--- src/rtl/pem_pkg.sv ---
// Package: shared types and decode helpers for the port edge monitor.
// Assumes the priority register is always four bits: mask, edge, 2-bit code.
package pem_pkg;

    localparam int PRIO_W = 4;
    localparam int LVL_W  = 3;

    typedef struct packed {
        logic       mask_n_dis; // 1 = port request blocked
        logic       rise_sel;   // 1 = rising edge, 0 = falling edge
        logic [1:0] code;       // priority code
    } prio_t;

    // Map the 2-bit code onto odd levels 7,5,3,1
    function automatic logic [LVL_W-1:0] code_to_level(input logic [1:0] c);
        return LVL_W'(3'd7 - {c, 1'b0});
    endfunction

endpackage

--- src/rtl/pem_sync.sv ---
// Module: multi-stage synchronizer for asynchronous pin inputs.
// Assumes each bit is independent (no bus coherence needed across bits).
module pem_sync #(
    parameter int W      = 4,
    parameter int STAGES = 2
) (
    input  logic         clk,
    input  logic         rst_n,
    input  logic [W-1:0] d,
    output logic [W-1:0] q
);
    logic [STAGES-1:0][W-1:0] chain;

    genvar s;
    generate
        for (s = 0; s < STAGES; s++) begin : g_stage
            if (s == 0) begin : g_first
                // Capture the raw input
                always_ff @(posedge clk) begin
                    if (!rst_n) chain[0] <= '0;
                    else        chain[0] <= d;
                end
            end else begin : g_next
                // Shift toward the output
                always_ff @(posedge clk) begin
                    if (!rst_n) chain[s] <= '0;
                    else        chain[s] <= chain[s-1];
                end
            end
        end
    endgenerate

    assign q = chain[STAGES-1];
endmodule

--- src/rtl/pem_edge.sv ---
// Module: edge detector over synchronized pins with per-pin active-low enables.
// Assumes smp is already synchronous to clk. The history register follows
// smp every cycle, so a static level never produces a hit.
module pem_edge #(
    parameter int W = 4
) (
    input  logic         clk,
    input  logic         rst_n,
    input  logic [W-1:0] smp,
    input  logic         rise_sel,
    input  logic [W-1:0] en_n,
    output logic         hit
);
    logic [W-1:0] hist_q;
    logic [W-1:0] edges;

    // Remember last cycle's synchronized pins
    always_ff @(posedge clk) begin
        if (!rst_n) hist_q <= '0;
        else        hist_q <= smp;
    end

    // Select the edge direction and keep enabled pins only
    always_comb begin
        edges = rise_sel ? (smp & ~hist_q) : (~smp & hist_q);
        hit   = |(edges & ~en_n);
    end
endmodule

--- src/rtl/pem_port.sv ---
// Module: one monitored port with its two registers, edge detector and
// pending flag. Assumes write strobes are already decoded for this port.
// Priority of pending updates: register write clears, then edge sets,
// then acknowledge clears.
module pem_port
    import pem_pkg::*;
#(
    parameter int PIN_W = 4
) (
    input  logic                clk,
    input  logic                rst_n,
    input  logic [PIN_W-1:0]    smp,
    input  logic                wr_prio,
    input  logic                wr_aux,
    input  logic [PRIO_W-1:0]   wd_prio,
    input  logic [PIN_W-1:0]    wd_aux,
    input  logic                ack,
    output logic [PRIO_W-1:0]   prio_bits,
    output logic [PIN_W-1:0]    aux_bits,
    output logic                irq,
    output logic [LVL_W-1:0]    lvl
);
    prio_t            prio_q;
    logic [PIN_W-1:0] aux_q;
    logic             pend_q;
    logic             hit;
    logic             wr_any;

    assign wr_any = wr_prio | wr_aux;

    // Register file for this port
    always_ff @(posedge clk) begin
        if (!rst_n) begin
            prio_q <= prio_t'(4'hF);
            aux_q  <= '1;
        end else begin
            if (wr_prio) prio_q <= prio_t'(wd_prio);
            if (wr_aux)  aux_q  <= wd_aux;
        end
    end

    pem_edge #(.W(PIN_W)) u_edge (
        .clk      (clk),
        .rst_n    (rst_n),
        .smp      (smp),
        .rise_sel (prio_q.rise_sel),
        .en_n     (aux_q),
        .hit      (hit)
    );

    // Pending flag: cleared by reprogramming, set by edge, cleared by ack
    always_ff @(posedge clk) begin
        if (!rst_n)      pend_q <= 1'b0;
        else if (wr_any) pend_q <= 1'b0;
        else if (hit)    pend_q <= 1'b1;
        else if (ack)    pend_q <= 1'b0;
    end

    // Output qualification and level decode
    always_comb begin
        irq       = pend_q & ~prio_q.mask_n_dis;
        lvl       = code_to_level(prio_q.code);
        prio_bits = prio_q;
        aux_bits  = aux_q;
    end

    p_wr_clears_r7: assert property (@(posedge clk) disable iff (!rst_n)
        wr_any |=> !pend_q);
    p_edge_sets_r5: assert property (@(posedge clk) disable iff (!rst_n)
        (hit && !wr_any) |=> pend_q);
    p_ack_clears_r6: assert property (@(posedge clk) disable iff (!rst_n)
        (ack && !hit && !wr_any) |=> !pend_q);
    p_pend_holds_r6: assert property (@(posedge clk) disable iff (!rst_n)
        (pend_q && !ack && !wr_any) |=> pend_q);
    p_no_hit_when_blocked_r5: assert property (@(posedge clk) disable iff (!rst_n)
        (&aux_q) |-> !hit);
endmodule

--- src/rtl/pem_unit.sv ---
// Module: top of the port edge monitor. Decodes the register bus, instantiates
// a synchronizer and a port slice per port, and muxes read data.
// Assumes DATA_W is at least the register width; reads are combinational.
module pem_unit
    import pem_pkg::*;
#(
    parameter int N_PORTS   = 2,
    parameter int PIN_W     = 4,
    parameter int ADDR_W    = 4,
    parameter int DATA_W    = 8,
    parameter int BASE_ADDR = 2,
    parameter int SYNC_STG  = 2
) (
    input  logic                         clk,
    input  logic                         rst_n,
    input  logic [N_PORTS*PIN_W-1:0]     pins,
    input  logic                         wr_en,
    input  logic                         rd_en,
    input  logic [ADDR_W-1:0]            addr,
    input  logic                         aux_sel,
    input  logic [(PIN_W>4?PIN_W:4)-1:0] wdata,
    output logic [DATA_W-1:0]            rdata,
    input  logic [N_PORTS-1:0]           ack,
    output logic [N_PORTS-1:0]           irq,
    output logic [N_PORTS*LVL_W-1:0]     irq_lvl
);
    logic [N_PORTS-1:0][PRIO_W-1:0] prio_bits;
    logic [N_PORTS-1:0][PIN_W-1:0]  aux_bits;
    logic [N_PORTS-1:0]             sel;
    logic                           any_sel;

    // Address decode per port
    always_comb begin
        for (int p = 0; p < N_PORTS; p++)
            sel[p] = (addr == ADDR_W'(BASE_ADDR + p));
        any_sel = |sel;
    end

    genvar g;
    generate
        for (g = 0; g < N_PORTS; g++) begin : g_port
            logic [PIN_W-1:0] smp;

            pem_sync #(.W(PIN_W), .STAGES(SYNC_STG)) u_sync (
                .clk   (clk),
                .rst_n (rst_n),
                .d     (pins[g*PIN_W +: PIN_W]),
                .q     (smp)
            );

            pem_port #(.PIN_W(PIN_W)) u_port (
                .clk       (clk),
                .rst_n     (rst_n),
                .smp       (smp),
                .wr_prio   (wr_en & sel[g] & ~aux_sel),
                .wr_aux    (wr_en & sel[g] & aux_sel),
                .wd_prio   (wdata[PRIO_W-1:0]),
                .wd_aux    (wdata[PIN_W-1:0]),
                .ack       (ack[g]),
                .prio_bits (prio_bits[g]),
                .aux_bits  (aux_bits[g]),
                .irq       (irq[g]),
                .lvl       (irq_lvl[g*LVL_W +: LVL_W])
            );
        end
    endgenerate

    // Read mux: addressed register, zero-extended; zero otherwise
    always_comb begin
        rdata = '0;
        if (rd_en) begin
            for (int p = 0; p < N_PORTS; p++) begin
                if (sel[p])
                    rdata = aux_sel ? DATA_W'(aux_bits[p]) : DATA_W'(prio_bits[p]);
            end
        end
    end

    p_unmapped_read_zero_r9: assert property (@(posedge clk) disable iff (!rst_n)
        (rd_en && !any_sel) |-> (rdata == '0));
    p_unmapped_write_keeps_r9: assert property (@(posedge clk) disable iff (!rst_n)
        (wr_en && !any_sel) |=> ($stable(prio_bits) && $stable(aux_bits)));
endmodule

--- config.mk ---
export PLATFORM = sky130hd
export DESIGN_NAME = pem_unit
export DESIGN_NICKNAME = d
export VERILOG_FILES = /design/src/rtl/pem_pkg.sv /design/src/rtl/pem_sync.sv /design/src/rtl/pem_edge.sv /design/src/rtl/pem_port.sv /design/src/rtl/pem_unit.sv
export SDC_FILE = /design/constraint.sdc
export NUM_CORES = 1
export LEC_CHECK = 0
export ABC_AREA = 1
export BUFFER_PORTS_ARGS = -buffer_cell sky130_fd_sc_hd__clkbuf_2
export CORE_ASPECT_RATIO = 1.5
export CORE_MARGIN = 2
export CORE_UTILIZATION = 54
export DETAILED_ROUTE_END_ITERATION = 16
export HOLD_SLACK_MARGIN = 0.06
export PLACE_DENSITY = 0.77
export SYNTH_ARGS = -nofsm -noshare
export SYNTH_HDL_FRONTEND = slang
export SYNTH_SLANG_ARGS = --single-unit
--- constraint.sdc ---
create_clock -name clk -period 1.1 [get_ports clk]
set_input_delay 0.055 -clock clk [delete_from_list [all_inputs] [get_ports clk]]
set_output_delay 0.055 -clock clk [all_outputs]
set_load 0.02 [all_outputs]
## Word-level counts from Yosys, hierarchy flattened

Index checks and enable logic that the tools add are counted.

- Add/sub/neg operators: 2
- Equality and inequality tests: 2
- Muxes and demuxes: 11
- Bitwise gates (word level): 26
- Reduce and logical (&&, ||, !) cells: 6

Operators by type and width:

| kind | count |
|---|---|
| $and A4 B4 Y4 | 6 |
| $not A4 Y4 | 6 |
| $mux W4 | 5 |
| $mux W8 | 2 |
| $and A1 B1 Y1 | 8 |
| $eq A4 B2 Y1 const B | 2 |
| $reduce_or A4 Y1 | 2 |
| $sub A3 B3 Y3 const A | 2 |
| $mux W1 | 4 |
| $not A1 Y1 | 4 |
| $reduce_bool A2 Y1 | 2 |
| $reduce_or A2 Y1 | 2 |
| $or A1 B1 Y1 | 2 |

- Register bits after elaboration: 42
- Input port bits: 23
- Output and inout port bits: 16
- Word-level logic and storage cells: 63

## Longest topological paths before layout

Gate-level depths: netlist (run 1).

- Depth after elaboration: 6
- Depth in mapped cells: 7
- Gate-level depth less buffers: 7

## By module

From an unflattened synthesis (run 1), not the netlist that was laid out.

- Cells, all modules: 298
- Area total of the unflattened synthesis: 1,956.9 um^2

Modules (own cells, without submodules):

| module | instances | cells an instance | area each (um^2) |
|---|---|---|---|
| pem_port | 2 | 46 | 346.6 |
| pem_sync | 2 | 29 | 255.2 |
| pem_edge | 2 | 45 | 251.5 |
| pem_unit | 1 | 58 | 250.2 |

## Worst setup path after synthesis (run 1)

No wires, ideal clock.

- Path type: reg-to-output
- Start point: register g_port[1].u_port.aux_q[3]
- End point: output port rdata[3]
- Arrival time: 891 ps
- Required time: 1,045 ps
- Slack: 154 ps
- Cell stages (with the launch flop): 5
- Path buffers: 0
- Path through: dfxtp_1 inv_1 o21ai_1 nand2_1 a21oi_1

- Cells in the longest elaborated chain, start to end: 3

Ends and longest elaborated chain:

| item | line | RTL |
|---|---|---|
| from (decl) | pem_port.sv:24 | `logic [PIN_W-1:0] aux_q;` |
| from (signal assigned) | pem_port.sv:38 | `if (wr_aux) aux_q <= wd_aux;` |
| $mux W4 | pem_unit.sv:74 | `rdata = aux_sel ? DATA_W'(aux_bits[p]) : DATA_W'(prio_bits[p]);` |
| $mux W8 | pem_unit.sv:73 | `if (sel[p])` |
| $mux W8 | pem_unit.sv:71 | `if (rd_en) begin` |
| to (decl) | pem_unit.sv:22 | `output logic [DATA_W-1:0] rdata,` |

No other way between the ends.

## Final worst setup path (run 1)

- Start point: register g_port[1].u_port.prio_q (netlist bit g_port[1].u_port.prio_bits[3])
- End point: output port rdata[3]

- Cells in the longest elaborated chain, start to end: 3

Ends and longest elaborated chain:

| item | line | RTL |
|---|---|---|
| from (decl) | pem_port.sv:23 | `prio_t prio_q;` |
| from (signal assigned) | pem_port.sv:34 | `prio_q <= prio_t'(4'hF);` |
| from (signal assigned) | pem_port.sv:37 | `if (wr_prio) prio_q <= prio_t'(wd_prio);` |
| $mux W4 | pem_unit.sv:74 |  |
| $mux W8 | pem_unit.sv:73 |  |
| $mux W8 | pem_unit.sv:71 |  |

No other way between the ends.

==> summary.txt, run 1 <==
Worst setup path
  – Crit path launch type: flop
  – CP Cell Sequence: nand2_1, o21ai_2, nand2_1, a21oi_2, buf_6
  – Slowest-stage cell, CP: dfxtp_2
  – Delay-heaviest family, CP: flip-flops
  – Worst Path Required: about 1.0 ns
  – Origin of the critical flop-to-flop path: g_port[1].u_port.prio_bits[2]
  – R2R Setup Slk: -0.04 ns
  – Reg2reg end: g_port[1].u_port.pend_q
  – Critical path type: reg -> out
  – Worst path most repeated cell: nand2_1
  – Worst Setup End Kind: primary output
  – CP arrival: ~1.2 ns
  – WP buf/inv: 1
  – Slowest cell delay on critical path: ~0.35 ns
  – CP Max Fanout: 3
  – Worst-case reg-to-reg path depth: 8

Clock tree
  – Clk pin slew, worst setup/hold paths: around 0.07 ns
  – Clock root cell: clkbuf_8
  – Max Root-Sink Buffers: 2
  – CTS buffer count: 5
  – CTS Sinks: 42
  – H-tree depth: 2
  – CTS tree: done
  – Worst-Skew Late Latency: 0.29 ns

Logic synthesis
  – Top-area cell type share of the netlist area: 0.441
  – Seq/Total Area, Yosys: 0.441
  – Dominant synthesized flop cell: dfxtp_1
  – Yosys synthesis warning count: 0
  – Ys async rst share: 0
  – Unique masters post-synth: 19
  – Yosys reg bits: 42
  – Most common cell in the synthesized netlist: nand2_1
  – Top post-synthesis cells by area: dfxtp_1, nand2_1, inv_1, nand3_1, nor2_1
  – Synth area leader: dfxtp_1
  – Post-Synthesis Cells: approximately 270
  – Mapped cell area: 1910 sq um
  – Mean Syn Cell Area: 6.98 sq um
  – Post-synth top cells: nand2_1, inv_1, dfxtp_1
  – Post-synth EDFFs: 0

STA
  – Final min period: ~1.2 ns
  – # setup viols final: 5
  – PnR worst setup slack: -0.105 ns
  – Skew final: slightly below 0.01 ns
  – RSZ-0062 raised after global routing: true
  – Final Hold Fails: 0
  – Fmax: around 0.83 GHz
  – Max Slew Vio Count: 0
  – Final Cycle Share: 1.10

Outcome
  – Failing checks: negative setup slack
  – Outcome: finished, violations left

Layout
  – Area growth, synth to finish: 25.5%
  – Nets: about 350
  – Final core utilization: 0.707
  – Fill cells: between 200 and 300
  – Final non-filler cell total: ~370
  – Diode count: 0
  – Layout cells sized above 1: 0.291

Global routing
  – Initial antenna violation count: 0
  – GRT overflow: 0
  – Vias in the first global route: 1555
  – Total GRT Usage: 0.215
  – First-pass GRT wire length: ~6500 microns
  – Largest net degree at the start of global routing: 43

Min path
  – WHS Endpoint: g_port[1].u_port.prio_bits[0]
  – Hold Path Class: in -> reg
  – Hold_sp: wdata[0]
  – Worst hold stages: 3

Floorplan
  – Die area: 4030 sq um
  – Row cnt: 26
  – Die width: 52.5 microns
  – I/O pins: 39
  – Core area: between 3000 and 4000 sq um
  – Chip height: roughly 77 microns
  – Starting Density: 0.563

Place
  – Port Buf Inserts: 32
  – GPL Wtd Cong: roughly 0.80
  – Placed instance count: roughly 340
  – DP HPWL: between 2000 and 3000 microns

Drt
  – Vias/cell: between 4 and 5
  – Routed wire length: 3830 microns
  – Avg WL per Cell: about 11 microns
  – DR iter-0 viols: 27
  – Remaining antenna violation count after routing: 0
  – Initial DRT Pass Iterations: 4
  – Via count: 1696
  – # DRC: 0

Power and ir drop
  – PwrDens: 1160 nW/um^2
  – VDD IR max: between 1 and 1.5 mV
  – LEAKAGE: roughly 1.4 nW

Run
  – Max-cap viol count: 0
==> tightest hold or removal path, stage by stage <==
cell and delay, ns:
clkbuf_2 0.15, nand2_1 0.07, nand3_1 0.05
==> through the flow <==
step / hold WS, ns / TNS (ns) / cell area [sq um] / power [mW] / setup slack [ns]
after global placement: 0.235 / 0 / 2070 / 1.85 / 0.120
final: 0.0715 / -0.374 / 2390 / 2.77 / -0.105
after CTS: 0.0621 / -0.432 / 2340 / 2.80 / -0.125
after floorplan: 0.153 / 0 / 1920 / 1.78 / 0.154
after detailed placement: 0.242 / 0 / 2070 / 1.86 / 0.0966
after global routing: 0.0669 / -0.671 / 2390 / 2.90 / -0.154
==> what timing repair did <==
| action | in CTS | in global routing |
|---|---|---|
| pin swaps | 11 | 6 |
| endpoints found under the hold margin | 13 | 0 |
| setup buffers | 6 | 2 |
| gates resized for setup | 29 | 19 |
| endpoints found under the setup margin | 4 | 5 |
| hold buffers | 11 | 0 |
==> state kept, by name, summed over array words and instances, names as in the netlist <==
signal                       count
g_port.u_sync.q                  8
g_port.u_port.u_edge.hist_q      8
g_port.u_port.prio_bits          8
g_port.u_port.aux_bits           8
g_port.u_port.pend_q             2
g_port.u_sync.chain              8
==> worst max-delay path by stage <==
| stage | start | end | slack [ns] | depth (start not counted) |
|---|---|---|---|---|
| 3_3_place_gp | g_port[0].u_port.prio_bits[2] | rdata[2] | 0.12 | 5 |
| 4_1_cts | g_port[1].u_port.aux_bits[3] | rdata[3] | -0.13 | 5 |
| 5_1_grt | g_port[1].u_port.aux_bits[1] | rdata[1] | -0.15 | 5 |
| 6_report | g_port[1].u_port.prio_bits[3] | rdata[3] | -0.11 | 5 |
| 3_5_place_dp | g_port[0].u_port.prio_bits[2] | rdata[2] | 0.1 | 5 |
| 2_1_floorplan | g_port[1].u_port.aux_bits[3] | rdata[3] | 0.15 | 4 |
==> cells by family after synthesis <==
family                 Yosys count  share of synthesized area
AOI/OAI and AO/OA               16                     0.0420
buffers and inverters           69                      0.158
DFF                             42                      0.441
other                            2                    0.00394
and+or+nand+nor                144                      0.355
==> per-layer routing <==
| metal | routed length (microns) | vias up | global-route usage |
|---|---|---|---|
| met5 | 0 | - | 0 |
| met4 | 87 | 0 | 0.105 |
| met3 | 121 | 7 | 0.0370 |
| met2 | 2040 | 40 | 0.388 |
| met1 | 1590 | 750 | 0.229 |
| li1 | - | 899 | - |
==> layout by cell type (no fill, tap or decap), types with 4 or more instances in the layout <==
cell type / netlist / layout
nand2_1: 87 / 87
inv_1: 47 / 41
clkbuf_2: 0 / 28
dfxtp_1: 42 / 26
nand3_1: 23 / 22
nor2_1: 24 / 19
dfxtp_2: 0 / 15
buf_4: 9 / 12
dlygate4sd3_1: 0 / 11
inv_2: 4 / 10
o21ai_1: 5 / 7
conb_1: 2 / 6
clkbuf_8: 0 / 5
nor2_2: 0 / 4
nand3_4: 4 / 4
clkinv_2: 4 / 4
==> report_power, final <==
group / switching, mW / total (mW) / internal, mW
Sequential: 0.0220 / 1.58 / 1.56
Combinational: 0.170 / 0.289 / 0.120
Clock: 0.461 / 0.898 / 0.437
==> area by class of cell <==
class                      count  area (sq um)  share of cell area
tap                           42          52.6              0.0220
timing repair buffer          53           372               0.155
sequential                    42           863               0.361
inverter                      55           211              0.0884
multi-input combinational    166           816               0.341
clock buffer                   7          76.3              0.0319
Note: power is estimated with default switching activity, not from simulation.
==> run 2, diff against run 1 <==
--- a/config.mk
+++ b/config.mk
@@ -11,8 +11,10 @@
 export CORE_MARGIN = 2
 export CORE_UTILIZATION = 54
 export DETAILED_ROUTE_END_ITERATION = 16
+export GPL_TIMING_DRIVEN = 0
 export HOLD_SLACK_MARGIN = 0.06
 export PLACE_DENSITY = 0.77
+export SETUP_SLACK_MARGIN = 0.4
 export SYNTH_ARGS = -nofsm -noshare
 export SYNTH_HDL_FRONTEND = slang
 export SYNTH_SLANG_ARGS = --single-unit
==> summary.txt, run 2 (synthesized netlist as in run 1, its figures left out) <==
Floorplan
  – Chip height: 76.8 microns (unchanged)
  – Row cnt: 26 (unchanged)
  – Starting Density: 0.563 (unchanged)
  – Core area: 3380 sq um (unchanged)
  – Die area: 4030 sq um (unchanged)
  – I/O pins: 39 (unchanged)
  – Die width: 52.5 microns (unchanged)

Clock tree
  – Max Root-Sink Buffers: 2 (unchanged)
  – Worst-Skew Late Latency: 0.30 ns (was 0.29 ns)
  – H-tree depth: 2 (unchanged)
  – CTS buffer count: 5 (unchanged)
  – Clock root cell: clkbuf_8 (unchanged)
  – CTS Sinks: 42 (unchanged)
  – Clk pin slew, worst setup/hold paths: 0.08 ns (was 0.07 ns)
  – CTS tree: done (unchanged)

Run
  – Max-cap viol count: 0 (unchanged)

STA
  – RSZ-0062 raised after global routing: true (unchanged)
  – PnR worst setup slack: -0.158 ns (was -0.105 ns)
  – Max Slew Vio Count: 0 (unchanged)
  – Final min period: 1.26 ns (was 1.21 ns)
  – Final Hold Fails: 0 (unchanged)
  – Hold slack: 0.0454 ns (was 0.0715 ns)
  – Fmax: 0.795 GHz (was 0.830 GHz)
  – # setup viols final: 4 (was 5)
  – Final Cycle Share: 1.14 (was 1.10)
  – Skew final: 0.00966 ns (was 0.00986 ns)

Worst setup path
  – Setup crit start: g_port[1].u_port.aux_bits[3] (was g_port[1].u_port.prio_bits[3])
  – Slowest cell delay on critical path: 0.35 ns (about the same)
  – Critical path type: reg -> out (unchanged)
  – CP Cell Sequence: inv_2, o21ai_2, nand2_2, a21oi_4, buf_8 (was nand2_1, o21ai_2, nand2_1, a21oi_2, buf_6)
  – Origin of the critical flop-to-flop path: g_port[0].u_port.aux_bits[0] (was g_port[1].u_port.prio_bits[2])
  – Worst Path Required: 1.04 ns (about the same)
  – CP Max Fanout: 2 (was 3)
  – Worst Setup End Kind: primary output (unchanged)
  – Crit path launch type: flop (unchanged)
  – Slowest-stage cell, CP: dfxtp_2 (unchanged)
  – CP arrival: 1.20 ns (was 1.15 ns)

Min path
  – Hold_sp: wdata[0] (unchanged)
  – Hold Path Class: in -> reg (unchanged)

Power and ir drop
  – VDD IR max: 1.18 mV (was 1.11 mV)
  – Comb pwr share: 0.104 (about the same)
  – Tot Pwr: 3.16 mW (was 2.77 mW)
  – LEAKAGE: 1.49 nW (was 1.40 nW)
  – PwrDens: 1180 nW/um^2 (was 1160 nW/um^2)
  – Clock power frac: 0.395 (was 0.324)
  – Int Pwr: 2.42 mW (was 2.12 mW)
  – Total net switching power: 0.738 mW (was 0.653 mW)
  – Switching share of power: 0.233 (was 0.236)
  – Reg power frac: 0.500 (was 0.572)

Global routing
  – Initial antenna violation count: 0 (unchanged)
  – First-pass GRT wire length: 7310 microns (was 6470 microns)
  – Vias in the first global route: 1746 (was 1555)
  – Total GRT Usage: 0.242 (was 0.215)
  – GRT overflow: 0 (unchanged)
  – Largest net degree at the start of global routing: 13 (was 43)

Layout
  – Register area: 875 sq um (was 863 sq um)
  – Final non-filler cell total: 378 (was 365)
  – Most frequent cells in the layout: nand2_1, inv_1, clkbuf_2 (unchanged)
  – Diode count: 0 (unchanged)
  – Area growth, synth to finish: 41.0% (was 25.5%)
  – Nets: 359 (was 346)
  – Final core utilization: 0.794 (was 0.707)
  – Layout cells sized above 1: 0.426 (was 0.291)
  – Fill cells: 231 (was 297)
  – Footprint of the multi-input gates: 891 sq um (was 816 sq um)
  – Commonest non-fill, non-tap cell in the layout: nand2_1 (unchanged)

Outcome
  – Failing checks: negative setup slack (unchanged)
  – Outcome: finished, violations left (unchanged)

Place
  – Placed instance count: 350 (was 339)
  – DP HPWL: 2820 microns (was 2690 microns)
  – GPL Wtd Cong: 0.835 (was 0.801)
  – Port Buf Inserts: 31 (was 32)

Drt
  – Remaining antenna violation count after routing: 0 (unchanged)
  – DR iter-0 viols: 54 (was 27)
  – Vias/cell: 4.90 (was 4.65)
  – Avg WL per Cell: 12.1 microns (was 10.5 microns)
  – Initial DRT Pass Iterations: 4 (unchanged)
  – Via count: 1852 (was 1696)
  – Routed wire length: 4570 microns (was 3830 microns)
  – # DRC: 0 (unchanged)
## run 2: worst paths after layout
path,endpoint,slack [ns],cells after the start
worst max-delay path,rdata[3],-0.16,5
worst max register to register,g_port[0].u_port.pend_q,0.04,9
worst min-delay path,g_port[1].u_port.prio_bits[0],0.05,3
worst min register to register,g_port[0].u_sync.q[1],0.41,2
## run 2: final cells by class
cell class,count,area share
sequential,42,0.325
multi-input combinational,166,0.331
inverter,55,0.0787
clock inverter,1,0.0112
timing repair buffer,52,0.169
tap,42,0.0196
clock buffer,6,0.0307
buffer,14,0.0340
## run 2: timing repair
action | in CTS | in global routing
buffers inserted | 6 | 6
cloned | 0 | 0
pin swaps | 13 | 13
hold endpoints to repair | 12 | 0
hold buffers | 9 | 0
gates resized for setup | 43 | 40
endpoints found under the setup margin | 15 | 17
## run 2: stage by stage
| step | setup slack (ns) | setup TNS [ns] | cell area [sq um] |
|---|---|---|---|
| floorplan | 0.285 | 0 | 1960 |
| global placement | 0.0733 | 0 | 2160 |
| detailed placement | 0.0838 | 0 | 2160 |
| CTS | -0.164 | -0.493 | 2540 |
| global route | -0.220 | -0.809 | 2690 |
| finish | -0.158 | -0.514 | 2690 |
## run 2: worst max-delay path: cells and delay by family, from the launching register on
family,cells,cell delay [ns]
and+or+nand+nor,1,0.09
DFF,1,0.35
buffers and inverters,2,0.16
AOI/OAI and AO/OA,2,0.29
## run 2: layer usage
| layer | GRT usage | wire [microns] | up-vias |
|---|---|---|---|
| met2 | 0.441 | 2390 | 86 |
| met5 | 0 | 0 | - |
| met1 | 0.244 | 1710 | 828 |
| met4 | 0.110 | 159 | 0 |
| li1 | - | - | 924 |
| met3 | 0.0603 | 304 | 14 |
## run 2: power by group through the flow
stage          Sequential [mW]  Clock, mW  Combinational (mW)
6_report                  1.58       1.25               0.330
5_1_grt                   1.59       1.33               0.360
4_1_cts                   1.58       1.26               0.304
3_5_place_dp              1.62          0               0.257
3_3_place_gp              1.62          0               0.252
2_1_floorplan             1.62          0               0.168
==> run 3, diff against run 2 <==
--- a/config.mk
+++ b/config.mk
@@ -18,3 +18,4 @@
 export SYNTH_ARGS = -nofsm -noshare
 export SYNTH_HDL_FRONTEND = slang
 export SYNTH_SLANG_ARGS = --single-unit
+export TNS_END_PERCENT = 30
==> summary.txt, run 3 (synthesized netlist as in run 1, its figures left out) <==
Power and ir drop
  – Switching share of power: 0.234 (was 0.233)
  – Clock power frac: 0.388 (was 0.395)
  – Comb pwr share: 0.099 (was 0.104)
  – LEAKAGE: 1.45 nW (was 1.49 nW)
  – Total net switching power: 0.723 mW (was 0.738 mW)
  – Reg power frac: 0.513 (was 0.500)
  – PwrDens: 1210 nW/um^2 (was 1180 nW/um^2)
  – VDD IR max: 1.01 mV (was 1.18 mV)
  – Int Pwr: 2.37 mW (was 2.42 mW)

STA
  – Max Slew Vio Count: 0 (unchanged)
  – RSZ-0062 raised after global routing: true (unchanged)
  – Final min period: 1.26 ns (about the same)
  – Final Cycle Share: 1.14 (about the same)
  – # setup viols final: 4 (unchanged)
  – Skew final: 0.00602 ns (was 0.00966 ns)
  – Final Hold Fails: 0 (unchanged)
  – PnR worst setup slack: -0.155 ns (was -0.158 ns)
  – Fmax: 0.797 GHz (was 0.795 GHz)

Floorplan
  – Row cnt: 26 (unchanged)
  – I/O pins: 39 (unchanged)
  – Chip height: 76.8 microns (unchanged)
  – Die width: 52.5 microns (unchanged)
  – Core area: 3380 sq um (unchanged)
  – Die area: 4030 sq um (unchanged)
  – Starting Density: 0.563 (unchanged)

Place
  – Placed instance count: 350 (unchanged)
  – DP HPWL: 2840 microns (was 2820 microns)
  – Cell Area, Placed: 2160 sq um (unchanged)
  – Port Buf Inserts: 31 (unchanged)
  – GPL Wtd Cong: 0.865 (was 0.835)

Global routing
  – Vias in the first global route: 1611 (was 1746)
  – GRT overflow: 0 (unchanged)
  – First-pass GRT wire length: 6720 microns (was 7310 microns)
  – Initial antenna violation count: 0 (unchanged)
  – Largest net degree at the start of global routing: 14 (was 13)
  – Total GRT Usage: 0.223 (was 0.242)

Worst setup path
  – Worst Setup End Kind: primary output (unchanged)
  – Critical path type: reg -> out (unchanged)
  – Worst Path Required: 1.04 ns (about the same)
  – CP Max Fanout: 2 (unchanged)
  – CP arrival: 1.20 ns (about the same)
  – Crit path launch type: flop (unchanged)

Clock tree
  – CTS tree: done (unchanged)
  – Clock root cell: clkbuf_8 (unchanged)
  – CTS buffer count: 5 (unchanged)
  – H-tree depth: 2 (unchanged)
  – Clk pin slew, worst setup/hold paths: 0.08 ns (about the same)
  – CTS Sinks: 42 (unchanged)
  – CTS hold repair buffers: 8 (was 9)
  – Max Root-Sink Buffers: 2 (unchanged)
  – Worst-Skew Late Latency: 0.30 ns (about the same)

Drt
  – Routed wire length: 4060 microns (was 4570 microns)
  – # DRC: 0 (unchanged)
  – Initial DRT Pass Iterations: 4 (unchanged)
  – Vias/cell: 4.76 (was 4.90)
  – Remaining antenna violation count after routing: 0 (unchanged)
  – Avg WL per Cell: 10.9 microns (was 12.1 microns)
  – Via count: 1769 (was 1852)
  – DR iter-0 viols: 36 (was 54)

Min path
  – Hold Path Class: in -> reg (unchanged)

Layout
  – Nets: 352 (was 359)
  – Area growth, synth to finish: 34.4% (was 41.0%)
  – Footprint of the multi-input gates: 851 sq um (was 891 sq um)
  – Finished Cell Area: 2560 sq um (was 2690 sq um)
  – Register area: 873 sq um (was 875 sq um)
  – Diode count: 0 (unchanged)
  – Most frequent cells in the layout: nand2_1, inv_1, clkbuf_2 (unchanged)
  – Fill cells: 239 (was 231)
  – Final non-filler cell total: 372 (was 378)
  – Commonest non-fill, non-tap cell in the layout: nand2_1 (unchanged)
  – Layout cells sized above 1: 0.376 (was 0.426)

Outcome
  – Failing checks: negative setup slack (unchanged)
  – Outcome: finished, violations left (unchanged)

Run
  – Max-cap viol count: 0 (unchanged)
-- run 3: path summary, 6_finish.rpt --
check,to,depth (start not counted),from,slack [ns]
worst max-delay path,rdata[3],5,g_port[1].u_port.aux_bits[3],-0.16
worst min-delay path,g_port[0].u_port.pend_q,4,ack[0],0.05
worst max register to register,g_port[0].u_port.pend_q,7,g_port[0].u_port.prio_bits[2],0.10
worst min register to register,g_port[0].u_sync.q[1],2,g_port[0].u_sync.chain[1],0.41
-- run 3: metrics by stage --
| step | TNS, ns | total power, mW | worst slack [ns] | hold WS, ns | utilization |
|---|---|---|---|---|---|
| after floorplan | 0 | 1.79 | 0.285 | 0.153 | - |
| after global placement | 0 | 1.87 | 0.0789 | 0.235 | 0.639 |
| after detailed placement | 0 | 1.88 | 0.0511 | 0.240 | 0.639 |
| after CTS | -0.539 | 3.11 | -0.178 | 0.0398 | 0.732 |
| after global routing | -0.699 | 3.23 | -0.190 | 0.0487 | 0.757 |
| final | -0.468 | 3.09 | -0.155 | 0.0525 | 0.757 |
-- run 3: worst max-delay path, cell delays in order (launching register included) --
cell     delay (ns)
dfxtp_2        0.34
inv_2          0.04
o21ai_2        0.14
nand2_2        0.10
a21oi_4        0.17
buf_8          0.12
-- run 3: area by class of cell --
class | instances | share of cell area
Sequential cell | 42 | 0.341
Timing Repair Buffer | 45 | 0.145
Clock inverter | 2 | 0.0147
Multi-Input combinational cell | 166 | 0.332
Tap cell | 42 | 0.0205
Clock buffer | 6 | 0.0283
Inverter | 55 | 0.0826
Buffer | 14 | 0.0357
-- run 3: routing by layer --
layer	routed length, microns	up-vias	share of wire	track usage
met5	0	-	0	0
met4	119	0	0.029	0.115
met3	239	11	0.059	0.0545
met2	2180	59	0.54	0.408
met1	1520	783	0.37	0.218
li1	-	916	-	-
-- run 3: repair_timing --
item	in CTS	in global routing
endpoints found under the hold margin	20	5
resized for setup	37	24
setup buffers	2	4
setup endpoints to repair	12	22
pin swaps	21	12
-- run 3: power by group through the flow --
stage | clock [mW] | sequential, mW | combinational (mW)
2_1_floorplan | 0 | 1.62 | 0.169
3_3_place_gp | 0 | 1.62 | 0.253
3_5_place_dp | 0 | 1.62 | 0.259
4_1_cts | 1.23 | 1.58 | 0.295
5_1_grt | 1.30 | 1.59 | 0.336
6_report | 1.20 | 1.58 | 0.307
